## src/rtl/psr_pkg.sv

```systemverilog
package psr_pkg;

    localparam int WORD_W    = 32;
    localparam int IMASK_W   = 4;
    localparam int IMASK_LSB = 4;
    localparam int IMASK_MSB = IMASK_LSB + IMASK_W - 1;

    localparam int MD_BIT = 30;
    localparam int RB_BIT = 29;
    localparam int BL_BIT = 28;
    localparam int FD_BIT = 15;
    localparam int M_BIT  = 9;
    localparam int Q_BIT  = 8;
    localparam int S_BIT  = 1;
    localparam int T_BIT  = 0;

    localparam logic [WORD_W-1:0] WR_MASK    = 32'h7000_83F3;
    localparam logic [WORD_W-1:0] RESET_WORD = 32'h7000_00F0;

    typedef enum logic [2:0] {
        EV_NONE,
        EV_WRITE,
        EV_INT,
        EV_EXC,
        EV_FATAL
    } psr_event_e;

    typedef enum logic [1:0] {
        ST_OPEN,
        ST_BLOCKED,
        ST_FAULT
    } psr_state_e;

    typedef struct packed {
        logic               md;
        logic               rb;
        logic               fd;
        logic               m;
        logic               q;
        logic [IMASK_W-1:0] imask;
        logic               s;
        logic               t;
    } psr_fields_t;

endpackage

```

## src/rtl/psr_event_arb.sv

```systemverilog
module psr_event_arb
    import psr_pkg::*;
(
    input  logic               fault,
    input  logic               bl,
    input  logic [IMASK_W-1:0] imask,
    input  logic [IMASK_W-1:0] int_level,
    input  logic               exc_entry,
    input  logic               exc_ubreak,
    input  logic               int_accept,
    input  logic               sw_we,
    output psr_event_e         ev,
    output logic               int_masked
);

    logic level_above;

    always_comb begin
        level_above = (int_level > imask);
        int_masked  = bl || !level_above;
    end

    always_comb begin
        ev = EV_NONE;
        if (fault) begin
            ev = EV_NONE;
        end else if (exc_entry) begin
            if (bl && !exc_ubreak) begin
                ev = EV_FATAL;
            end else begin
                ev = EV_EXC;
            end
        end else if (int_accept && !int_masked) begin
            ev = EV_INT;
        end else if (sw_we) begin
            ev = EV_WRITE;
        end
    end

endmodule

```

## src/rtl/psr_block_fsm.sv

```systemverilog
module psr_block_fsm
    import psr_pkg::*;
(
    input  logic       clk,
    input  logic       rst_n,
    input  psr_event_e ev,
    input  logic       wr_bl,
    output psr_state_e state,
    output logic       bl,
    output logic       fault
);

    psr_state_e state_nxt;

    always_ff @(posedge clk or negedge rst_n) begin
        if (!rst_n) begin
            state <= ST_BLOCKED;
        end else begin
            state <= state_nxt;
        end
    end

    always_comb begin
        state_nxt = state;
        unique case (state)
            ST_OPEN: begin
                case (ev)
                    EV_WRITE: state_nxt = wr_bl ? ST_BLOCKED : ST_OPEN;
                    EV_INT:   state_nxt = ST_BLOCKED;
                    EV_EXC:   state_nxt = ST_BLOCKED;
                    default:  state_nxt = ST_OPEN;
                endcase
            end
            ST_BLOCKED: begin
                case (ev)
                    EV_WRITE: state_nxt = wr_bl ? ST_BLOCKED : ST_OPEN;
                    EV_EXC:   state_nxt = ST_BLOCKED;
                    EV_FATAL: state_nxt = ST_FAULT;
                    default:  state_nxt = ST_BLOCKED;
                endcase
            end
            ST_FAULT: begin
                state_nxt = ST_FAULT;
            end
            default: begin
                state_nxt = ST_FAULT;
            end
        endcase
    end

    always_comb begin
        bl    = 1'b1;
        fault = 1'b0;
        unique case (state)
            ST_OPEN:    bl = 1'b0;
            ST_BLOCKED: bl = 1'b1;
            ST_FAULT: begin
                bl    = 1'b1;
                fault = 1'b1;
            end
            default: begin
                bl    = 1'b1;
                fault = 1'b1;
            end
        endcase
    end

endmodule

```

## src/rtl/psr_field_reg.sv

```systemverilog
module psr_field_reg
    import psr_pkg::*;
(
    input  logic              clk,
    input  logic              rst_n,
    input  psr_event_e        ev,
    input  logic [WORD_W-1:0] wdata,
    output psr_fields_t       fields
);

    psr_fields_t fields_nxt;
    psr_fields_t wr_fields;

    always_comb begin
        wr_fields.md    = wdata[MD_BIT];
        wr_fields.rb    = wdata[RB_BIT];
        wr_fields.fd    = wdata[FD_BIT];
        wr_fields.m     = wdata[M_BIT];
        wr_fields.q     = wdata[Q_BIT];
        wr_fields.imask = wdata[IMASK_MSB:IMASK_LSB];
        wr_fields.s     = wdata[S_BIT];
        wr_fields.t     = wdata[T_BIT];
    end

    always_comb begin
        fields_nxt = fields;
        case (ev)
            EV_WRITE: fields_nxt = wr_fields;
            EV_INT, EV_EXC: begin
                fields_nxt.md = 1'b1;
                fields_nxt.rb = 1'b1;
            end
            default: fields_nxt = fields;
        endcase
    end

    always_ff @(posedge clk or negedge rst_n) begin
        if (!rst_n) begin
            fields.md    <= 1'b1;
            fields.rb    <= 1'b1;
            fields.fd    <= 1'b0;
            fields.m     <= 1'b0;
            fields.q     <= 1'b0;
            fields.imask <= '1;
            fields.s     <= 1'b0;
            fields.t     <= 1'b0;
        end else begin
            fields <= fields_nxt;
        end
    end

endmodule

```

## src/rtl/psr_status_ctrl.sv

```systemverilog
module psr_status_ctrl
    import psr_pkg::*;
(
    input  logic               clk,
    input  logic               rst_n,
    input  logic               sw_we,
    input  logic [WORD_W-1:0]  sw_wdata,
    input  logic               exc_entry,
    input  logic               exc_ubreak,
    input  logic               int_accept,
    input  logic [IMASK_W-1:0] int_level,
    output logic [WORD_W-1:0]  status_word,
    output logic               mode_priv,
    output logic               bank_sel,
    output logic               block_flag,
    output logic [IMASK_W-1:0] imask,
    output logic               int_masked,
    output logic               reset_req
);

    psr_event_e  ev;
    psr_state_e  state;
    psr_fields_t fields;
    logic        bl;
    logic        fault;

    psr_event_arb u_arb (
        .fault      (fault),
        .bl         (bl),
        .imask      (fields.imask),
        .int_level  (int_level),
        .exc_entry  (exc_entry),
        .exc_ubreak (exc_ubreak),
        .int_accept (int_accept),
        .sw_we      (sw_we),
        .ev         (ev),
        .int_masked (int_masked)
    );

    psr_block_fsm u_fsm (
        .clk   (clk),
        .rst_n (rst_n),
        .ev    (ev),
        .wr_bl (sw_wdata[BL_BIT]),
        .state (state),
        .bl    (bl),
        .fault (fault)
    );

    psr_field_reg u_fields (
        .clk    (clk),
        .rst_n  (rst_n),
        .ev     (ev),
        .wdata  (sw_wdata),
        .fields (fields)
    );

    always_comb begin
        status_word                       = '0;
        status_word[MD_BIT]               = fields.md;
        status_word[RB_BIT]               = fields.rb;
        status_word[BL_BIT]               = bl;
        status_word[FD_BIT]               = fields.fd;
        status_word[M_BIT]                = fields.m;
        status_word[Q_BIT]                = fields.q;
        status_word[IMASK_MSB:IMASK_LSB]  = fields.imask;
        status_word[S_BIT]                = fields.s;
        status_word[T_BIT]                = fields.t;
    end

    always_comb begin
        mode_priv  = fields.md;
        bank_sel   = fields.rb;
        block_flag = bl;
        imask      = fields.imask;
        reset_req  = fault;
    end

endmodule

```

## config.mk

```make
export PLATFORM = sky130hd
export DESIGN_NAME = psr_status_ctrl
export DESIGN_NICKNAME = d
export VERILOG_FILES = /design/src/rtl/psr_pkg.sv /design/src/rtl/psr_event_arb.sv /design/src/rtl/psr_block_fsm.sv /design/src/rtl/psr_field_reg.sv /design/src/rtl/psr_status_ctrl.sv
export SDC_FILE = /design/constraint.sdc
export NUM_CORES = 1
export LEC_CHECK = 0
export ABC_AREA = 1
export CORE_ASPECT_RATIO = 0.9
export CORE_MARGIN = 5
export CORE_UTILIZATION = 32
export CTS_CLUSTER_DIAMETER = 40
export DETAILED_ROUTE_END_ITERATION = 8
export PLACE_DENSITY = 0.8
export SLEW_MARGIN = 20
export SYNTH_ARGS = -nofsm -noshare
export SYNTH_HDL_FRONTEND = slang
export SYNTH_HIERARCHICAL = 1
export SYNTH_SLANG_ARGS = --single-unit
```

## constraint.sdc

```tcl
create_clock -name clk -period 2.53 [get_ports clk]
set_input_delay 0.506 -clock clk [delete_from_list [all_inputs] [get_ports clk]]
set_output_delay 0.506 -clock clk [all_outputs]
set_load 0.01 [all_outputs]
```

**Yosys cells after proc, flatten, opt, wreduce, memory -nomap -nowiden**

Cells that the tools add are included.
Widths: inputs -> output; s select.

- Equal/unequal tests: 5
- Muxes and demuxes: 12
- Order comparisons: 1
- Reduce and logical (&&, ||, !) cells: 10

Operator list:

| operator | count |
|---|---|
| $pmux 2 s2 | 4 |
| $mux 3 | 4 |
| $eq 3x2->1 const B | 2 |
| $gt 4x4->1 | 1 |
| $mux 1 | 4 |
| $reduce_or 2->1 | 2 |
| $eq 3x1->1 const B | 1 |
| $eq 3x3->1 const B | 1 |
| $logic_not 1->1 | 3 |
| $eq 2x1->1 const B | 1 |
| $logic_and 1x1->1 | 2 |
| $logic_not 2->1 | 1 |
| $reduce_bool 2->1 | 1 |
| $logic_or 1x1->1 | 1 |

- Output and inout port bits: 41
- Register bits after elaboration: 13
- Logic and storage cells: 37
- Input bits: 42

**Depth between registers and ports, before layout**

- Depth in word-level cells: 12
- Depth in mapped cells: 14
- Mapped depth without buffers: 14

**Hierarchy**

The synthesis kept the hierarchy.

By module, submodules not included:

| module | cells each | times used | seq. area each (µm²) | area each (µm²) |
|---|---|---|---|---|
| psr_field_reg | 51 | 1 | 282.8 | 478.0 |
| psr_status_ctrl | 28 | 1 | 0.0 | 206.4 |
| psr_event_arb | 30 | 1 | 0.0 | 175.2 |
| psr_block_fsm | 18 | 1 | 51.3 | 122.6 |

**Least setup slack after synthesis**

OpenSTA, ideal clock, no wires.

- Kind: reg-to-reg
- Start point: register u_fields/fields[5] (netlist name)
- End point: register u_fields/fields[0] (netlist name)
- Data required time: 2413 ps
- Period minus slack after synthesis: 1896 ps
- Cell stages (with the launch flop): 13
- Buffers on the path: 0
- Data arrival time: 1779 ps
- Path slack: 634 ps
- Setup time: 117 ps
- Path through: dfstp_2 > inv_1 > ha_1 > nand2_1 > inv_1 > nand2_1 > nand2_2 > nand3_2 > nand2_2 > a21oi_2 > nand3_2 > nand2_1 > nand2_1

- Cells in the longest elaborated chain, start to end: 9

RTL lines:

| item | line | text |
|---|---|---|
| $gt 4x4->1 | psr_event_arb.sv:19 | `level_above = (int_level > imask);` |
| $logic_not 1->1 | psr_event_arb.sv:20 | `int_masked = bl \|\| !level_above;` |
| $logic_or 1x1->1 | psr_event_arb.sv:20 |  |
| $logic_not 1->1 | psr_event_arb.sv:33 | `end else if (int_accept && !int_masked) begin` |
| $logic_and 1x1->1 | psr_event_arb.sv:33 |  |
| $mux 3 | psr_event_arb.sv:33 |  |
| $mux 3 | psr_event_arb.sv:27 | `end else if (exc_entry) begin` |
| $mux 3 | psr_event_arb.sv:25 | `if (fault) begin` |
| named net ev[0] | psr_status_ctrl.sv:21 | `psr_event_e ev;` |
| $eq 3x1->1 | psr_field_reg.sv:27 | `case (ev)` |

The timed path passes the listed nets, and every way through them passes these cells.
A chain may end at the register's enable or synchronous reset.

**Worst setup path after layout**

- Start point: input port int_level[0]
- End point: output port int_masked

- Cells in the longest elaborated chain, start to end: 3

RTL lines:

| item | line | text |
|---|---|---|
| from (decl) | psr_status_ctrl.sv:11 | `input logic [IMASK_W-1:0] int_level,` |
| $gt 4x4->1 | psr_event_arb.sv:19 |  |
| $logic_not 1->1 | psr_event_arb.sv:20 |  |
| $logic_or 1x1->1 | psr_event_arb.sv:20 |  |
| to (decl) | psr_status_ctrl.sv:17 | `output logic int_masked,` |

No other way between the ends.

==> reports/qor.csv <==
stage,metric,value,unit
sta,final setup vio count,0,
sta,final hold vios,0,
drt,vias,847,
cts,clock insertion delay at the later pin of the skew report,0.28,ns
global_route,antenna violations before repair,0,
cts,"CTS clk-pin slew, worst paths",0.08,ns
floorplan,die width,68.40,um
cts,clock buffer count from CTS,3,
placement,DP HPWL,1.765,mm
critical_path,Critical Setup Path Class,in2out,
drt,Detailed Routing Iterations Pass 1,3,
flow_run,Max-Cap Viols,0,
synthesis,Synth Register Bits,13,
cts,clk root buf,clkbuf_4,
sta,post-route minimum period,2.317,ns
synthesis,post-synthesis cell type count,20,
min_path,hold-critical path depth,2,
cts,CTS H-tree depth,1,
global_route,pin count of the biggest net entering global routing,15,
placement,pre-CTS setup slack,-0.06006,ns
global_route,first-pass GRT wire length,3.305,mm
global_route,GRT overflow,0,
floorplan,CORE AREA,2995,um2
synthesis,Syn Inst Count,127,
layout,Layout Nets,215,
power,Pwr Density,1087,nW/um2
layout,synthesis-to-layout area growth,39.75,%
cts,Clock Tree Buf Depth,2,
floorplan,initial core utilization,32.79,%
cts,hold_buf cts,0,
cts,Num Clock Sinks,13,
synthesis,sequential share of the synthesized area,34.01,%
cts,Post-CTS Resized,1,
power,VDD IR-drop max,369.9,uV
drt,Routed WL per cell,10.05,um
drt,vias per cell,4.033,
sta,final worst setup slack,0.2135,ns
sta,maximum clock rate,431.7,MHz
sta,setup TNS,0,ns
floorplan,Boundary Pins,83,
placement,placed insts,206,
layout,Layout Cells excl Fill,210,
drt,drt drc,0,
synthesis,Post-Syn Area,982.2,um2
layout,Antenna Cells,0,
floorplan,die height,62.56,um
placement,IO Port Bufs,42,
critical_path,CP Capture Type,primary output,
synthesis,Yosys Warn Count,6,
sta,skew final,0.007242,ns
drt,DRT Wirelength,2.111,mm
power,switching pwr,0.5911,mW
critical_path,worst reg-to-reg path cell count,14,
min_path,Hold WC Path Type,reg2reg,
sta,RSZ-0062 raised after global routing,false,
power,leakage power,0.6637,nW
placement,RePlAce Congestion,0.7405,
floorplan,die area,4279,um2
sta,Slew Limit Fails,0,
cts,setup repair bufs after CTS,0,
power,Pint,0.9009,mW
critical_path,Worst Path Arrival,1.81,ns
global_route,vias in the first global route,792,
status,outcome,"complete, no violations",
layout,share of layout cells above drive strength 1,16.07,%
critical_path,Worst EP required,2.02,ns
sta,Slew @ Worst Pin,0.5752,ns
power,clock network power share,8.6,%
global_route,gr usage total,9.831,%
power,Net Sw Frac,39.62,%
synthesis,Mapped Avg Cell Area,7.734,um2
drt,final antenna-violating net count,0,
power,part of the power in registers,28.9,%
floorplan,# rows,19,
cts,CTS tree,done,
power,Comb pwr share,62.5,%
drt,Initial DRC Count,8,
critical_path,crit path launch type,primary input,
sta,Slew Limit Headroom,61.54,%
sta,fin crit share,91.56,%
critical_path,critical path peak fanout,2,
## state kept, by name, summed over array words and instances (netlist names)
register,flops
u_fields/fields,11
u_fsm/state,2
## per-stage QoR
stage                     util (%)  hold slack (ns)  total power [mW]  area (um2)
after floorplan                  -           0.2104            0.9982        1054
after global placement       44.95           0.4532             1.376        1346
after detailed placement     44.95           0.4583             1.394        1346
after CTS                    45.82           0.4787             1.523        1373
after global routing         45.82           0.5086             1.635        1373
final                        45.82           0.4767             1.492        1373
## path summary, 6_finish.rpt
| path | startpoint | end | slack, ns |
|---|---|---|---|
| min | u_fields/fields[7]$_DFFE_PN0N_ | u_fields/fields[7]$_DFFE_PN0N_ | 0.48 |
| max in group asynchronous | rst_n | u_fields/fields[10]$_DFFE_PN1P_ | 1.56 |
| min in group asynchronous | rst_n | u_fields/fields[6]$_DFFE_PN0N_ | 0.59 |
| max | int_level[0] | int_masked | 0.21 |
| max reg2reg | u_fields/fields[5]$_DFFE_PN1N_ | u_fields/fields[9]$_DFFE_PN1P_ | 0.43 |
| min reg2reg | u_fields/fields[7]$_DFFE_PN0N_ | u_fields/fields[7]$_DFFE_PN0N_ | 0.48 |
## layout by cell type, fill, tap and decap left out
cell | netlist | routed
a21oi_1 | 3 | 3
nand2_1 | 31 | 31
o21bai_1 | 1 | 1
nor2_1 | 3 | 3
dfstp_2 | 7 | 7
inv_2 | 2 | 2
ha_1 | 4 | 4
nand4_1 | 9 | 9
nor2_2 | 3 | 3
dlygate4sd2_1 | 0 | 1
clkinv_2 | 0 | 1
dfrtp_1 | 6 | 6
nand3_2 | 2 | 2
conb_1 | 1 | 20
clkdlybuf4s50_1 | 0 | 41
nand3b_1 | 1 | 1
nand2_2 | 2 | 2
clkbuf_4 | 0 | 3
nand3_1 | 7 | 7
buf_4 | 28 | 6
a21oi_2 | 1 | 1
inv_1 | 14 | 14
## cell families (layout without fill, tap and decap cells)
group                      after synthesis  count (layout)  share of synthesized area [%]
AOI/OAI and AO/OA                        5               5                          3.185
adders and majority gates                4               4                          5.096
buffers and inverters                   46              68                          29.04
DFF                                     13              13                          34.01
other                                    1              20                         0.3818
and+or+nand+nor                         58              58                          28.28
## area by class of cell
class                      instances  area, um2
clock buffer                       3      22.52
clock inverter                     1      5.005
fill                             337       1623
inverter                          16      60.06
multi-input combinational         87      434.2
sequential                        13      334.1
tap                               42      52.55
timing repair buffer              48      464.2
## Yosys cell counts
cell type   n  area, um2
nand2_1    31      116.4
buf_4      28      210.2
inv_1      14      52.55
nand4_1     9      56.30
dfstp_2     7      183.9
nand3_1     7      35.03
dfrtp_1     6      150.1
ha_1        4      50.05
a21oi_1     3      15.01
nor2_1      3      11.26
nor2_2      3      18.77
inv_2       2      7.510
nand2_2     2      12.51
nand3_2     2      20.02
a21oi_2     1      8.760
buf_6       1      11.26
clkbuf_1    1      3.750
conb_1      1      3.750
nand3b_1    1      7.510
o21bai_1    1      7.510
## critical path, cell delays in order
cell	delay (ns)
clkdlybuf4s50_1	0.45
inv_1	0.04
ha_1	0.27
nand2_1	0.08
nor2_2	0.04
nor2_2	0.09
nand2_1	0.05
dlygate4sd2_1	0.27
## per-layer routing
layer	global-route usage (%)	up-vias	share of wire, %
li1	-	436	-
met1	11.47	376	40
met2	15.97	31	48
met3	3.058	4	11
met4	4.467	0	1.6
met5	0	-	0
## power groups by stage
stage          Sequential (mW)  Combinational (mW)  Clock (mW)
6_report                 0.431               0.933       0.128
5_1_grt                  0.453                1.04       0.145
4_1_cts                  0.437               0.950       0.136
3_5_place_dp             0.438               0.956           0
3_3_place_gp             0.434               0.941           0
2_1_floorplan            0.461               0.537           0
Power figures use the tool's default switching activity.
